`config.mk`:
```
export PLATFORM = sky130hd
export DESIGN_NAME = sdram_rd_sequencer
export DESIGN_NICKNAME = d
export VERILOG_FILES = /design/src/rtl/sdrd_pkg.sv /design/src/rtl/sdrd_bank_table.sv /design/src/rtl/sdrd_gap_timer.sv /design/src/rtl/sdrd_burst_tracker.sv /design/src/rtl/sdram_rd_sequencer.sv
export SDC_FILE = /design/constraint.sdc
export NUM_CORES = 1
export LEC_CHECK = 0
export CORE_ASPECT_RATIO = 1.1
export CORE_MARGIN = 2
export CORE_UTILIZATION = 50
export DETAILED_ROUTE_END_ITERATION = 8
export GPL_TIMING_DRIVEN = 1
export PLACE_DENSITY = 0.72
export SYNTH_ARGS = -nofsm -noshare
export SYNTH_HDL_FRONTEND = slang
export SYNTH_SLANG_ARGS = --single-unit
```
`constraint.sdc`:
```
create_clock -name clk -period 2.3 [get_ports clk]
set_clock_uncertainty 0.05 [all_clocks]
set_input_delay 0.69 -clock clk [delete_from_list [all_inputs] [get_ports clk]]
set_output_delay 0.69 -clock clk [all_outputs]
set_load 0.01 [all_outputs]
```
`src/rtl/sdrd_pkg.sv`:
```
package sdrd_pkg;

  // Active-low {ras, cas, we} encodings
  typedef enum logic [2:0] {
    SD_NOP = 3'b111,
    SD_ACT = 3'b011,
    SD_RD  = 3'b101,
    SD_PRE = 3'b010
  } sd_cmd_e;

  typedef enum logic [1:0] {
    ACC_HIT   = 2'd0,
    ACC_EMPTY = 2'd1,
    ACC_MISS  = 2'd2
  } acc_kind_e;

  typedef enum logic [2:0] {
    ST_IDLE,
    ST_PRE,
    ST_WAIT_RP,
    ST_ACT,
    ST_WAIT_RCD,
    ST_READ,
    ST_BURST
  } seq_state_e;

  // A command in cycle c followed by one T cycles later needs T-1 filler cycles;
  // the wait state is entered with T-2 and leaves when the counter reaches zero.
  function automatic int unsigned gap_load(input int unsigned t);
    return (t > 2) ? t - 2 : 0;
  endfunction

  // First and last cycle (counted from the read command) that carry data
  function automatic int unsigned first_beat_tick(input int unsigned cl);
    return cl;
  endfunction

  function automatic int unsigned last_beat_tick(input int unsigned cl, input int unsigned bl);
    return cl + bl - 1;
  endfunction

endpackage

```
`src/rtl/sdrd_bank_table.sv`:
```
module sdrd_bank_table
  import sdrd_pkg::*;
#(
  parameter int BANK_W = 2,
  parameter int ROW_W  = 12
) (
  input  logic              clk,
  input  logic              rst_n,
  input  logic [BANK_W-1:0] look_bank,
  input  logic [ROW_W-1:0]  look_row,
  output acc_kind_e         look_kind,
  input  logic              open_en,
  input  logic [BANK_W-1:0] open_bank,
  input  logic [ROW_W-1:0]  open_row,
  input  logic              close_en,
  input  logic [BANK_W-1:0] close_bank,
  input  logic              rd_en,
  input  logic [BANK_W-1:0] rd_bank,
  input  logic [ROW_W-1:0]  rd_row
);

  localparam int BANKS = 1 << BANK_W;

  logic [BANKS-1:0] open_q;
  logic [ROW_W-1:0] row_q [BANKS];

  for (genvar gi = 0; gi < BANKS; gi++) begin : g_bank
    always_ff @(posedge clk) begin
      if (!rst_n) begin
        open_q[gi] <= 1'b0;
        row_q[gi]  <= '0;
      end else if (open_en && open_bank == BANK_W'(gi)) begin
        open_q[gi] <= 1'b1;
        row_q[gi]  <= open_row;
      end else if (close_en && close_bank == BANK_W'(gi)) begin
        open_q[gi] <= 1'b0;
      end
    end
  end

  always_comb begin
    if (!open_q[look_bank])                look_kind = ACC_EMPTY;
    else if (row_q[look_bank] == look_row) look_kind = ACC_HIT;
    else                                   look_kind = ACC_MISS;
  end

  // Activate only into a closed bank, precharge only an open one
  AST_ACT_ON_CLOSED: assert property (@(posedge clk) disable iff (!rst_n)
    open_en |-> !open_q[open_bank]);
  AST_PRE_ON_OPEN: assert property (@(posedge clk) disable iff (!rst_n)
    close_en |-> open_q[close_bank]);
  AST_READ_OPEN_ROW: assert property (@(posedge clk) disable iff (!rst_n)
    rd_en |-> (open_q[rd_bank] && row_q[rd_bank] == rd_row));
  AST_OTHER_BANK_KEPT: assert property (@(posedge clk) disable iff (!rst_n)
    (open_en && open_q[look_bank] && look_bank != open_bank) |=> open_q[$past(look_bank)]);

endmodule

```
`src/rtl/sdrd_gap_timer.sv`:
```
module sdrd_gap_timer #(
  parameter int CNT_W = 2
) (
  input  logic             clk,
  input  logic             rst_n,
  input  logic             load,
  input  logic [CNT_W-1:0] load_val,
  output logic             expired
);

  logic [CNT_W-1:0] cnt_q;

  always_ff @(posedge clk) begin
    if (!rst_n)              cnt_q <= '0;
    else if (load)           cnt_q <= load_val;
    else if (cnt_q != '0)    cnt_q <= cnt_q - 1'b1;
  end

  assign expired = (cnt_q == '0);

  AST_TIMER_DOWN: assert property (@(posedge clk) disable iff (!rst_n)
    (!load && !expired) |=> (cnt_q == $past(cnt_q) - 1'b1));

endmodule

```
`src/rtl/sdrd_burst_tracker.sv`:
```
module sdrd_burst_tracker
  import sdrd_pkg::*;
#(
  parameter int CAS_LAT   = 2,
  parameter int BURST_LEN = 4,
  parameter int BEAT_W    = 2
) (
  input  logic              clk,
  input  logic              rst_n,
  input  logic              rd_issue,
  output logic              rd_valid,
  output logic [BEAT_W-1:0] rd_beat,
  output logic              rd_last
);

  localparam int TICK_W = $clog2(CAS_LAT + BURST_LEN + 1);
  localparam logic [TICK_W-1:0] FIRST = TICK_W'(first_beat_tick(CAS_LAT));
  localparam logic [TICK_W-1:0] LAST  = TICK_W'(last_beat_tick(CAS_LAT, BURST_LEN));

  logic              busy_q;
  logic [TICK_W-1:0] tick_q;
  logic [TICK_W-1:0] beat_full;

  always_ff @(posedge clk) begin
    if (!rst_n) begin
      busy_q <= 1'b0;
      tick_q <= '0;
    end else if (rd_issue) begin
      busy_q <= 1'b1;
      tick_q <= TICK_W'(1);
    end else if (busy_q) begin
      if (tick_q == LAST) begin
        busy_q <= 1'b0;
        tick_q <= '0;
      end else begin
        tick_q <= tick_q + 1'b1;
      end
    end
  end

  assign beat_full = tick_q - FIRST;
  assign rd_valid  = busy_q && (tick_q >= FIRST) && (tick_q <= LAST);
  assign rd_last   = busy_q && (tick_q == LAST);
  assign rd_beat   = rd_valid ? BEAT_W'(beat_full) : '0;

  AST_BURST_CONTIG: assert property (@(posedge clk) disable iff (!rst_n)
    (rd_valid && !rd_last) |=> rd_valid);
  AST_BEAT_STEP: assert property (@(posedge clk) disable iff (!rst_n)
    (rd_valid && !rd_last) |=> (rd_beat == $past(rd_beat) + 1'b1));
  AST_NO_READ_MID_BURST: assert property (@(posedge clk) disable iff (!rst_n)
    rd_issue |-> !busy_q);

endmodule

```
`src/rtl/sdram_rd_sequencer.sv`:
```
module sdram_rd_sequencer
  import sdrd_pkg::*;
#(
  parameter int BANK_W      = 2,
  parameter int ROW_W       = 12,
  parameter int COL_W       = 9,
  parameter int PRE_SEL_BIT = 10,  // must exceed COL_W-1
  parameter int T_RP        = 2,   // >= 1
  parameter int T_RCD       = 2,   // >= 1
  parameter int CAS_LAT     = 2,   // >= 1
  parameter int BURST_LEN   = 4,
  parameter int BEAT_W      = (BURST_LEN > 1) ? $clog2(BURST_LEN) : 1
) (
  input  logic              clk,
  input  logic              rst_n,
  input  logic              req_valid,
  input  logic [BANK_W-1:0] req_bank,
  input  logic [ROW_W-1:0]  req_row,
  input  logic [COL_W-1:0]  req_col,
  output logic              req_ack,
  output logic [2:0]        sd_cmd,
  output logic [BANK_W-1:0] sd_bank,
  output logic [ROW_W-1:0]  sd_addr,
  output logic              rd_valid,
  output logic [BEAT_W-1:0] rd_beat,
  output logic              rd_last
);

  localparam int TMAX  = (T_RP > T_RCD) ? T_RP : T_RCD;
  localparam int TMR_W = (TMAX < 2) ? 1 : $clog2(TMAX + 1);
  localparam logic [TMR_W-1:0] RP_LOAD  = TMR_W'(gap_load(T_RP));
  localparam logic [TMR_W-1:0] RCD_LOAD = TMR_W'(gap_load(T_RCD));

  seq_state_e        st_q, st_d;
  logic [BANK_W-1:0] cur_bank_q;
  logic [ROW_W-1:0]  cur_row_q;
  logic [COL_W-1:0]  cur_col_q;
  logic              ack_q;

  // Named internal events
  acc_kind_e         look_kind;
  logic              accept;
  logic              open_en, close_en, rd_issue;
  logic              timer_load, timer_expired;
  logic [TMR_W-1:0]  timer_val;
  sd_cmd_e           cmd;

  assign accept = (st_q == ST_IDLE) && req_valid;

  sdrd_bank_table #(.BANK_W(BANK_W), .ROW_W(ROW_W)) u_table (
    .clk        (clk),
    .rst_n      (rst_n),
    .look_bank  (req_bank),
    .look_row   (req_row),
    .look_kind  (look_kind),
    .open_en    (open_en),
    .open_bank  (cur_bank_q),
    .open_row   (cur_row_q),
    .close_en   (close_en),
    .close_bank (cur_bank_q),
    .rd_en      (rd_issue),
    .rd_bank    (cur_bank_q),
    .rd_row     (cur_row_q)
  );

  sdrd_gap_timer #(.CNT_W(TMR_W)) u_timer (
    .clk      (clk),
    .rst_n    (rst_n),
    .load     (timer_load),
    .load_val (timer_val),
    .expired  (timer_expired)
  );

  sdrd_burst_tracker #(.CAS_LAT(CAS_LAT), .BURST_LEN(BURST_LEN), .BEAT_W(BEAT_W)) u_burst (
    .clk      (clk),
    .rst_n    (rst_n),
    .rd_issue (rd_issue),
    .rd_valid (rd_valid),
    .rd_beat  (rd_beat),
    .rd_last  (rd_last)
  );

  always_comb begin
    st_d       = st_q;
    timer_load = 1'b0;
    timer_val  = '0;
    open_en    = 1'b0;
    close_en   = 1'b0;
    rd_issue   = 1'b0;
    cmd        = SD_NOP;
    sd_bank    = '0;
    sd_addr    = '0;
    unique case (st_q)
      ST_IDLE: begin
        if (req_valid) begin
          unique case (look_kind)
            ACC_HIT:   st_d = ST_READ;
            ACC_EMPTY: st_d = ST_ACT;
            default:   st_d = ST_PRE;
          endcase
        end
      end
      ST_PRE: begin
        cmd      = SD_PRE;
        sd_bank  = cur_bank_q;
        close_en = 1'b1;
        if (T_RP <= 1) begin
          st_d = ST_ACT;
        end else begin
          st_d       = ST_WAIT_RP;
          timer_load = 1'b1;
          timer_val  = RP_LOAD;
        end
      end
      ST_WAIT_RP:  if (timer_expired) st_d = ST_ACT;
      ST_ACT: begin
        cmd     = SD_ACT;
        sd_bank = cur_bank_q;
        sd_addr = cur_row_q;
        open_en = 1'b1;
        if (T_RCD <= 1) begin
          st_d = ST_READ;
        end else begin
          st_d       = ST_WAIT_RCD;
          timer_load = 1'b1;
          timer_val  = RCD_LOAD;
        end
      end
      ST_WAIT_RCD: if (timer_expired) st_d = ST_READ;
      ST_READ: begin
        cmd      = SD_RD;
        sd_bank  = cur_bank_q;
        sd_addr  = ROW_W'(cur_col_q);
        rd_issue = 1'b1;
        st_d     = ST_BURST;
      end
      ST_BURST:    if (rd_last) st_d = ST_IDLE;
      default:     st_d = ST_IDLE;
    endcase
  end

  always_ff @(posedge clk) begin
    if (!rst_n) begin
      st_q       <= ST_IDLE;
      ack_q      <= 1'b0;
      cur_bank_q <= '0;
      cur_row_q  <= '0;
      cur_col_q  <= '0;
    end else begin
      st_q  <= st_d;
      ack_q <= accept;
      if (accept) begin
        cur_bank_q <= req_bank;
        cur_row_q  <= req_row;
        cur_col_q  <= req_col;
      end
    end
  end

  assign req_ack = ack_q;
  assign sd_cmd  = cmd;

  // Gap monitors for the timing checks (saturating cycle counts since last command)
  logic [7:0] since_pre_q, since_act_q;
  always_ff @(posedge clk) begin
    if (!rst_n) begin
      since_pre_q <= 8'hff;
      since_act_q <= 8'hff;
    end else begin
      since_pre_q <= (sd_cmd == SD_PRE) ? 8'd1 : (since_pre_q == 8'hff ? 8'hff : since_pre_q + 8'd1);
      since_act_q <= (sd_cmd == SD_ACT) ? 8'd1 : (since_act_q == 8'hff ? 8'hff : since_act_q + 8'd1);
    end
  end

  AST_RP_GAP: assert property (@(posedge clk) disable iff (!rst_n)
    (sd_cmd == SD_ACT) |-> (since_pre_q >= 8'(T_RP)));
  AST_RCD_GAP: assert property (@(posedge clk) disable iff (!rst_n)
    (sd_cmd == SD_RD) |-> (since_act_q >= 8'(T_RCD)));
  AST_PRE_SINGLE_BANK: assert property (@(posedge clk) disable iff (!rst_n)
    (sd_cmd == SD_PRE) |-> !sd_addr[PRE_SEL_BIT]);
  AST_ACK_ONE_CYCLE: assert property (@(posedge clk) disable iff (!rst_n)
    req_ack |=> !req_ack);
  AST_ACK_NOT_IN_BURST: assert property (@(posedge clk) disable iff (!rst_n)
    req_ack |-> !rd_valid);
  AST_ACK_FIRST_CMD: assert property (@(posedge clk) disable iff (!rst_n)
    req_ack |-> (sd_cmd != SD_NOP));
  AST_NOP_QUIET: assert property (@(posedge clk) disable iff (!rst_n)
    (sd_cmd == SD_NOP) |-> (sd_addr == '0 && sd_bank == '0));

endmodule

```
==> results.md <==
* Die ar. at 8492 sq um
* Mapped Cells at 348
* Worst Setup SP: st_q[2]
* Reg2Reg Setup Slack at 0.19 ns
* CP bufs+invs at 6
* Logic gate share of total power at 0.185
* Avg Inst Size Synth at 11.16 sq um
* Cell internal pwr at 0.002681 W
* Setup-failing EPs final at 5
* Max VDD drop at 0.4803 mV
* Drt pass-1 iters at 5
* Worst path slowest cell: dfxtp_2
* Worst-path clk slew at around 0.09 ns
* Slew @ Worst Pin at just under 1 ns
* CP Class: flip-flop to output port
* Sw Share at 0.2661
* Clk Tree Root Cell: clkbuf_8
* DP HPWL at between 6000 and 7000 um
* Total negative slack at -0.1765 ns
* Final Net Count at between 400 and 500
* Die Span X at 88.05 um
* Sequential Power Share at 0.492
* Syn Nets at 375
* Global-route wire length before repair at 15060 um
* Global-route usage over all layers at 0.2432
* Final Cell Area at 5006 sq um
* DP Area at 4687 sq um
* Most used cell, CP: buf_6
* Max-slew headroom at 0.3433
* Initial DRC count at about 270
* Drc violations at 0
* PwrDens at 729.8 nW/um^2
* Critical Path Source Type: flip-flop
* Routability cong. at 0.8687
* Mux share of post-synthesis cell area at 0.08760
* Post-Synth Adder-Cell Area at 0.003221
* Unrepaired setup endpoints after global routing: yes
* Layout cells sized above 1 at 0.2005
* CTS tree: done
* ANT nets after route at 0
* Sequential area share after synthesis at 0.5617
* DP Cell Count at 510
* Final worst path period need at between 2 and 2.5 ns
* Synth top area cells: edfxtp_1 37%, dfxtp_1 19%, and2_1 8.5%
* Power share of the clock group at 0.323
* Main combinational cell family by area after synthesis: simple AND/OR/NAND/NOR gates
* Ys flop type: edfxtp_1
* Clock sink count at 85
* IO Port Bufs at 47
* Count of final hold-check violations at 0
* Ys async rst share at 0
* Via count at 2928
* Row Count at 33
* Post-synth EDFFs at between 40 and 50
* Mapped cell area at a little under 4000 sq um
* Via-to-Cell Ratio at 5.432
* Hold WC Path Type: flip-flop to flip-flop
* Non-filler cells, final at between 500 and 600
* YS warnings at 0
* Maxcap violations at 0
* Biggest area consumer among synthesized cells: edfxtp_1
* Cell Chain, Critical Path: inv_2 > nor3_4 > buf_6 > buf_12 > buf_6 > buf_6 > a22o_1 > buf_2
* Yosys top cell area share at 0.3710
* Core area at 7515 sq um
* N_diodes at 0
* Initial antenna violation count at 0
* CP max FO at 3
* Critical Path RT at roughly 1.6 ns
* Setup WS pre-CTS at -0.5390 ns
* Largest net degree at the start of global routing at 32
* TritonCTS Buffers at 9
* Violated checks: setup timing
* CP Data Arrival Time at 1.64 ns
* Clock Path Buffers at 2
* I/O Pins at 48
* Initial core utilization at 0.5170
* Pleak at 2.017 nW
* CTS HTree Levels at 3
* Pins Over Slew Limit at 0
* FF+latch count, synth at 85
* Xor/xnor cell area share of the yosys netlist at 0.03607
* Max Clk Rate at roughly 420 MHz
* Number of global-route vias before repair at between 2k and 3k
* Complex-gate fraction of the synthesized area at 0.07794
* Die H at 96.45 um
* Cell depth of the worst setup path at 8
* Clk_lat worst skew at 0.36 ns
* Max stage delay on crit path at 0.36 ns
* Sw power at 0.0009720 W
* Reg2reg start: st_q[2]
* Area growth syn-to-layout at 28.86%
* Destination of the critical timing path: sd_addr[5]
* Cells on worst reg2reg path at 6
* Synth unique cells at 36
* Final core occ at 0.6662
* Routed length per instance at 17.87 um
* Worst setup EP type: output port
* Final WS setup at -0.07831 ns
* Total grt overflow at 0
* Status: complete, but fails checks
* Post-synthesis simple-gate area fraction at 0.2000
* R2R Path End: u_table.row_q[2][7]
* Delay-heaviest family, CP: buffers and inverters
* Final Cycle Share at 1.034
* Final WL at about 9600 um
[worst min path at each step]
stage	from	slack, ns	depth (start not counted)	end
2_1_floorplan	cur_col_q[0]	0.39	2	cur_col_q[0]
4_1_cts	cur_col_q[6]	0.41	2	cur_col_q[6]
5_1_grt	cur_col_q[6]	0.42	2	cur_col_q[6]
3_5_place_dp	cur_col_q[8]	0.40	2	cur_col_q[8]
3_3_place_gp	cur_col_q[4]	0.39	2	cur_col_q[4]
6_report	cur_col_q[7]	0.41	2	cur_col_q[7]
[logic make-up after synthesis]
family / count (synthesis)
buffers and inverters: 28
adder cells (fa/ha/maj): 1
flip-flops: 85
XOR/XNOR: 16
AO/OA/AOI/OAI: 51
AND/OR/NAND/NOR: 153
multiplexers: 14
[power groups by stage]
stage / clock, W / combinational [W] / sequential [W]
6_report: 0.00118 / 0.000676 / 0.00180
4_1_cts: 0.00119 / 0.000663 / 0.00179
3_3_place_gp: 0 / 0.000630 / 0.00182
3_5_place_dp: 0 / 0.000642 / 0.00183
5_1_grt: 0.00124 / 0.000734 / 0.00181
2_1_floorplan: 0 / 0.000354 / 0.00179
[Yosys cell counts (5+ instances only)]
library cell / count
nor2_1: 12
a22o_1: 9
and2_1: 53
edfxtp_1: 48
inv_1: 6
a21oi_1: 33
nand2_1: 63
mux4_1: 10
xnor2_1: 5
dfxtp_1: 37
xor2_1: 11
clkbuf_1: 19
[worst reg2reg max path, cell delays in order, from the launching register on]
cell and delay [ns]:
dfxtp_2 0.34, buf_4 0.13, nor2_2 0.12, buf_4 0.17
nand2_1 0.13, nor2_1 0.77, and2_1 0.24
[layout by cell type, fill, tap and decap left out, drive strengths merged, types with 9 or more instances in the layout]
master / n
nand2: 63
dlygate4sd2: 9
edfxtp: 48
dfxtp: 37
xor2: 11
clkbuf: 12
and2: 53
a22o: 9
nor2: 12
mux4: 13
buf: 55
a21oi: 33
clkdlybuf4s50: 25
[registers in the layout, summed over array words and instances, names as in the netlist]
| signal | count |
|---|---|
| cur_bank_q | 2 |
| req_ack | 1 |
| u_burst.tick_q | 3 |
| u_burst.busy_q | 1 |
| u_table.open_q | 4 |
| st_q | 3 |
| cur_row_q | 12 |
| u_timer.cnt_q | 2 |
| cur_col_q | 9 |
| u_table.row_q | 48 |
[metal layers]
| metal | wire, um | track usage |
|---|---|---|
| met1 | 3947 | 0.3168 |
| met3 | 662 | 0.04248 |
| met5 | 0 | 0 |
| met4 | 167 | 0.09975 |
| met2 | 4854 | 0.4053 |
[metrics by stage]
step	power [W]	hold WS [ns]
after global placement	0.002453	0.3923
final	0.003653	0.4079
after global routing	0.003792	0.4219
after CTS	0.003648	0.4100
after detailed placement	0.002468	0.3981
after floorplan	0.002143	0.3866
[layout make-up]
| cell class | instances | area, sq um |
|---|---|---|
| repair buffers | 92 | 839.6 |
| fillers | 620 | 2509 |
| clock buffers | 11 | 141.4 |
| clock inverters | 5 | 83.83 |
| inverters | 6 | 22.52 |
| flip-flops and latches | 85 | 2198 |
| well taps | 105 | 131.4 |
| multi-input cells | 235 | 1589 |
[repair_timing]
action | 4_1_cts | 5_1_grt
gates resized for setup | 66 | 11
pin swaps | 6 | 4
buffers inserted | 10 | 3
cloned | 0 | 0
setup endpoints to repair | 22 | 13
hold buffers | 0 | 0
Note: power is estimated with default switching activity, not from simulation.
